$ cat config.mk
export PLATFORM = sky130hd
export DESIGN_NAME = cardclk_gen
export DESIGN_NICKNAME = d
export VERILOG_FILES = /design/src/rtl/cardclk_pkg.sv /design/src/rtl/cardclk_ratio_dec.sv /design/src/rtl/cardclk_div.sv /design/src/rtl/cardclk_gate.sv /design/src/rtl/cardclk_gen.sv
export SDC_FILE = /design/constraint.sdc
export NUM_CORES = 1
export LEC_CHECK = 0
export BUFFER_PORTS_ARGS = -buffer_cell sky130_fd_sc_hd__buf_2
export CORE_MARGIN = 2
export CORE_UTILIZATION = 40
export CTS_CLUSTER_DIAMETER = 40
export CTS_CLUSTER_SIZE = 16
export DETAILED_ROUTE_END_ITERATION = 10
export PLACE_DENSITY_LB_ADDON = 0.12
export SLEW_MARGIN = 10
export SYNTH_ARGS = -nofsm -noshare
export SYNTH_HDL_FRONTEND = slang
export SYNTH_HIERARCHICAL = 1
export SYNTH_SLANG_ARGS = --single-unit
$ cat constraint.sdc
create_clock -name clk_i -period 2.2 [get_ports clk_i]
set_clock_uncertainty 0.15 [all_clocks]
set_input_delay 0 -clock clk_i [delete_from_list [all_inputs] [get_ports clk_i]]
set_output_delay 0 -clock clk_i [all_outputs]
set_load 0.005 [all_outputs]
$ cat src/rtl/cardclk_pkg.sv
package cardclk_pkg;

   // Ratio codes; the two-bit encoding is not monotonic in the ratio.
   typedef enum logic [1:0] {
      RC_SLOWEST = 2'b00,
      RC_THROUGH = 2'b01,
      RC_QUARTER = 2'b10,
      RC_EIGHTH  = 2'b11
   } ratio_code_e;

   // Half period, in reference cycles, of a divided ratio code.
   // Returns 0 for the pass-through code.
   function automatic int unsigned half_of(input logic [1:0] code,
                                           input int unsigned div_max);
      int unsigned h;
      case (code)
         RC_SLOWEST: h = div_max / 2;
         RC_QUARTER: h = div_max / 4;
         RC_EIGHTH:  h = div_max / 8;
         default:    h = 0;
      endcase
      return h;
   endfunction

endpackage

$ cat src/rtl/cardclk_ratio_dec.sv
module cardclk_ratio_dec #(
   parameter int unsigned DIV_MAX      = 8,
   parameter bit          PASS_THRU_EN = 1'b1,
   parameter int unsigned HALF_W       = 3
) (
   input  logic [1:0]        sel_i,
   output logic [HALF_W-1:0] half_o,
   output logic              pass_o
);
   import cardclk_pkg::*;

   localparam int unsigned FASTEST_HALF = DIV_MAX / 8;

   generate
      if (PASS_THRU_EN) begin : g_pass
         always_comb begin
            pass_o = (sel_i == RC_THROUGH);
            half_o = HALF_W'(half_of(sel_i, DIV_MAX));
         end
      end else begin : g_nopass
         // Without a bypass gate the through code falls back to the fastest ratio.
         always_comb begin
            pass_o = 1'b0;
            if (sel_i == RC_THROUGH) half_o = HALF_W'(FASTEST_HALF);
            else                     half_o = HALF_W'(half_of(sel_i, DIV_MAX));
         end
      end
   endgenerate

endmodule

$ cat src/rtl/cardclk_div.sv
module cardclk_div #(
   parameter int unsigned HALF_W = 3
) (
   input  logic              clk_i,
   input  logic              rst_ni,
   input  logic              run_i,
   input  logic [HALF_W-1:0] half_i,
   input  logic              pass_sel_i,
   output logic              phase_o,
   output logic              pass_o
);
   localparam logic [HALF_W-1:0] ONE = HALF_W'(1);

   logic              phase_q;
   logic              pass_q;
   logic [HALF_W-1:0] cnt_q;
   logic [HALF_W-1:0] hold_q;
   logic              at_edge;

   // End of a low phase (or idle): the only point where decisions are taken.
   assign at_edge = !phase_q && (cnt_q == '0);

   always_ff @(posedge clk_i or negedge rst_ni) begin
      if (!rst_ni) begin
         phase_q <= 1'b0;
         pass_q  <= 1'b0;
         cnt_q   <= '0;
         hold_q  <= ONE;
      end else if (at_edge) begin
         if (pass_q) begin
            // Leaving pass-through always passes one idle cycle first.
            pass_q <= run_i && pass_sel_i;
         end else if (run_i && pass_sel_i) begin
            pass_q <= 1'b1;
         end else if (run_i) begin
            phase_q <= 1'b1;
            cnt_q   <= half_i - ONE;
            hold_q  <= half_i;
         end
      end else if (cnt_q == '0) begin
         phase_q <= 1'b0;
         cnt_q   <= hold_q - ONE;
      end else begin
         cnt_q <= cnt_q - ONE;
      end
   end

   assign phase_o = phase_q;
   assign pass_o  = pass_q;

   AST_STOP_LOW: assert property (@(posedge clk_i) disable iff (!rst_ni)
      (at_edge && !run_i && !pass_q) |=> (!phase_q && !pass_q));

   AST_NO_RUNT: assert property (@(posedge clk_i) disable iff (!rst_ni)
      (phase_q && cnt_q != '0) |=> phase_q);

   AST_START_ON_REQ: assert property (@(posedge clk_i) disable iff (!rst_ni)
      $rose(phase_q) |-> $past(run_i));

   AST_RATIO_HELD: assert property (@(posedge clk_i) disable iff (!rst_ni)
      !at_edge |=> $stable(hold_q));

   AST_MODES_EXCL: assert property (@(posedge clk_i) disable iff (!rst_ni)
      !(phase_q && pass_q));

endmodule

$ cat src/rtl/cardclk_gate.sv
module cardclk_gate #(
   parameter bit PASS_THRU_EN = 1'b1
) (
   input  logic clk_i,
   input  logic rst_ni,
   input  logic pass_i,
   output logic gclk_o
);
   generate
      if (PASS_THRU_EN) begin : g_gate
         logic en_q;

         // Enable changes only while the reference is low.
         always_ff @(negedge clk_i or negedge rst_ni) begin
            if (!rst_ni) en_q <= 1'b0;
            else         en_q <= pass_i;
         end

         assign gclk_o = clk_i & en_q;

         AST_GATE_TRACK: assert property (@(posedge clk_i) disable iff (!rst_ni)
            en_q == pass_i);
      end else begin : g_tie
         assign gclk_o = 1'b0;
      end
   endgenerate

endmodule

$ cat src/rtl/cardclk_gen.sv
module cardclk_gen #(
   parameter int unsigned DIV_MAX      = 8,
   parameter int unsigned SEL_W        = 2,
   parameter bit          PASS_THRU_EN = 1'b1
) (
   input  logic             clk_i,
   input  logic             rst_ni,
   input  logic [SEL_W-1:0] div_sel_i,
   input  logic             sync_mode_i,
   input  logic             strobe_i,
   input  logic             run_req_i,
   output logic             card_clk_o,
   output logic             ref_copy_o
);
   localparam int unsigned HALF_W = $clog2(DIV_MAX / 2 + 1);

   generate
      if (SEL_W != 2) begin : g_bad_sel
         $error("cardclk_gen: ratio code must be two bits");
      end
      if (DIV_MAX < 8 || (DIV_MAX & (DIV_MAX - 1)) != 0) begin : g_bad_div
         $error("cardclk_gen: DIV_MAX must be a power of two of at least 8");
      end
   endgenerate

   logic [HALF_W-1:0] half;
   logic              pass_sel;
   logic              div_phase;
   logic              pass_on;
   logic              pass_clk;

   cardclk_ratio_dec #(
      .DIV_MAX     (DIV_MAX),
      .PASS_THRU_EN(PASS_THRU_EN),
      .HALF_W      (HALF_W)
   ) u_dec (
      .sel_i (div_sel_i[1:0]),
      .half_o(half),
      .pass_o(pass_sel)
   );

   cardclk_div #(
      .HALF_W(HALF_W)
   ) u_div (
      .clk_i     (clk_i),
      .rst_ni    (rst_ni),
      .run_i     (run_req_i),
      .half_i    (half),
      .pass_sel_i(pass_sel),
      .phase_o   (div_phase),
      .pass_o    (pass_on)
   );

   cardclk_gate #(
      .PASS_THRU_EN(PASS_THRU_EN)
   ) u_gate (
      .clk_i (clk_i),
      .rst_ni(rst_ni),
      .pass_i(pass_on),
      .gclk_o(pass_clk)
   );

   assign ref_copy_o = clk_i;
   assign card_clk_o = sync_mode_i ? strobe_i : (div_phase | pass_clk);

endmodule

==> impl_metrics.py <==
metrics = {
    "sta": {
        "max_slew_margin_pct": 77.2,
        "setup_viol": 2,
        "final_hold_viol_count": 0,
        "max_slew.worst_pin.slew_ns": 0.342,
        "slew_violations": 0,
        "final.setup.tns_ns": -0.174,
        "rsz0062_at_grt": "yes",
        "fin_ws_ns": -0.174,
    },
    "drt": {
        "vias_per_cell": 4.99,
        "vias": 439,
        "drt-initial-drc-count": 4,
        "wl_per_cell_um": 11.6,
        "drtPass1Iterations": 4,
        "antenna_left": 0,
        "drc_errors": 0,
        "routed_wl_um": 1020,
    },
    "power_and_ir_drop": {
        "combPwrFrac_pct": 32.1,
        "p_int_uw": 587,
        "p_leak_nw": 0.333,
        "p_total_uw": 897,
        "vdd_drop_max_mv": 0.493,
        "p_sw_uw": 310,
        "switching_share_pct": 34.5,
        "power_frac_seq_pct": 36.6,
        "p_clk_share_pct": 31.3,
        "power_density_mw_per_mm2": 1250,
    },
    "placed_design": {
        "dp_hpwl_um": 654,
        "place.gp.congestion": 0.687,
        "port_buffers": 8,
    },
    "flow_run": {
        "max_cap_viol_count": 0,
    },
    "run_status": {
        "status": "finished, violations left",
        "violations": "negative setup slack",
    },
    "critical_path": {
        "crit_family": "flip-flops",
        "crit_arrival_ns": 2.22,
        "critical_path.startpoint_type": "flip-flop",
        "cpMaxStageDelayCell": "dfrtn_1",
        "crit_buf_inv": 1,
        "worstPathRequired_ns": 2.05,
        "crit_path_max_incr_delay_ns": 0.38,
        "critPathCaptureType": "output port",
        "crit_chain": "and2_1, nor2_1, o21ai_1, buf_2",
        "worstSetupPathType": "reg -> out",
        "cp_max_fo": 1,
    },
    "cts": {
        "post_cts_buffers": 0,
        "worstSkewPairLatency_ns": 0.37,
        "cts_resized": 0,
        "path_clk_slew_ns": 0.05,
        "cts_tree": "done",
    },
    "finish": {
        "area_growth_pct": 35.6,
        "n_fill_cell": 115,
        "multi_input_area_um2": 282,
        "diodes": 0,
        "regArea_um2": 226,
        "drive_gt1_share_pct": 37.0,
        "nets": 81,
    },
    "hold_path": {
        "worst_hold_path_type": "in -> out",
    },
    "floorplan": {
        "io_pins": 9,
        "dieArea_mm2": 0.00163,
        "initial_core_util_pct": 41.8,
        "dieWidth_um": 40.4,
        "num_rows": 13,
        "fp.dieH_um": 40.4,
        "core_mm2": 0.00127,
    },
    "synthesis": {
        "syn_inst": 49,
        "synth.area.top_cells": "dfrtp_1 (33%), mux2_4 (8.5%), nor2b_1 (5.9%), dfstp_2 (5.0%), dfrtn_1 (4.7%)",
        "ys_types": 27,
        "synth_top_area_share_pct": 33.0,
        "synth.avg_cell_area_um2": 10.8,
        "netlist.top_cell.by_area": "dfrtp_1",
        "synth_nets": 57,
        "yosysWarnings": 6,
        "synth_seq_cells": 9,
        "yosysSeqAreaShare_pct": 42.7,
        "netlist_area_um2": 531,
    },
    "grt": {
        "grt_pass1_vias": 438,
        "grt_pass1_wl_um": 1690,
        "global_route.overflow_total": 0,
        "grt_start_max_net_pins": 8,
        "grt_use_total_pct": 18.3,
        "antenna_found_initial": 0,
    },
}
-- cells in the final DEF, fill, tap and decap left out, drive strengths merged --
cell type | Yosys | layout
nor3b | 1 | 1
or2 | 1 | 1
mux2i | 2 | 2
o21ai | 3 | 3
clkinv | 0 | 1
and2b | 1 | 1
or3 | 1 | 1
and2 | 2 | 2
buf | 2 | 9
dfrtn | 1 | 1
mux2 | 4 | 4
nand3 | 1 | 1
dlygate4sd3 | 0 | 8
nor3 | 1 | 1
o211ai | 2 | 2
a21oi | 2 | 2
clkbuf | 0 | 8
ha | 1 | 1
nor2b | 5 | 5
nor4 | 1 | 1
nand2 | 3 | 3
dfstp | 1 | 1
dfrtp | 7 | 7
inv | 1 | 1
nor2 | 6 | 6
-- sequential cells by signal, indices dropped and copies added (netlist names) --
signal / cells
u_div/pass_o: 1
u_gate/g_gate.en_q: 1
u_div/cnt_q: 3
u_div/hold_q: 3
u_div/phase_o: 1
-- repair_timing --
action | 4_1_cts | 5_1_grt
hold buffers | 8 | 0
hold endpoints to repair | 14 | 0
pin swaps | 0 | 0
endpoints found under the setup margin | 2 | 2
-- worst paths after layout --
path	to	slack (ns)	from	cells after the start
min reg2reg	u_div/hold_q[1]	0.36	u_div/hold_q[1]	1
max	card_clk_o	-0.17	u_gate/g_gate.en_q	4
min in group asynchronous	u_div/hold_q[0]	0.52	rst_ni	3
min	card_clk_o	0.10	sync_mode_i	3
max in group asynchronous	u_gate/g_gate.en_q	0.44	rst_ni	3
max reg2reg	u_gate/g_gate.en_q	0.38	u_div/pass_o	0
-- cell usage after synthesis (all sizes together) --
cell	n
and2	2
o21ai	3
or3	1
inv	1
mux2	4
buf	2
nor2	6
nand2	3
dfrtp	7
nor3	1
ha	1
or2	1
dfrtn	1
a21oi	2
and2b	1
nor3b	1
nand3	1
mux2i	2
nor4	1
dfstp	1
o211ai	2
nor2b	5
-- power groups by stage --
stage          registers, mW  clock network, mW  logic [mW]
2_1_floorplan          0.311             0.0420       0.240
3_3_place_gp           0.328             0.0364       0.274
3_5_place_dp           0.330             0.0364       0.276
4_1_cts                0.328              0.295       0.291
5_1_grt                0.340              0.314       0.323
6_report               0.328              0.281       0.288
-- routing by layer --
layer,vias to the layer above,global-route usage [%],wire length [um]
li1,214,-,-
met2,12,23.8,494
met5,-,0,0
met3,0,13.9,60
met1,213,17.7,468
met4,0,18.3,0
-- stage by stage --
stage                     util [%]  hold slack [ns]  cells  cell area (um^2)  worst slack [ns]
final                         56.7            0.105     88               719            -0.174
after global routing          56.7            0.145     88               719            -0.271
after CTS                     56.7            0.105     88               719            -0.197
after detailed placement      45.6           -0.282     71               578             0.246
after global placement        45.6           -0.281     71               578             0.247
after floorplan                  -           -0.446     49               531             0.322
-- logic make-up after synthesis --
group | share of synthesized area, %
AOI/OAI and AO/OA | 7.55
adders and majority gates | 2.36
and+or+nand+nor | 28.8
DFF | 42.7
buffers and inverters | 4.24
muxes | 14.4
-- area by class of cell --
type / instances / area share, %
multi-input combinational: 37 / 39.1
sequential: 9 / 31.5
timing repair buffer: 15 / 16.3
clock buffer: 10 / 9.22
tap: 15 / 2.61
clock inverter: 1 / 0.696
inverter: 1 / 0.522
Power figures use the tool's default switching activity.
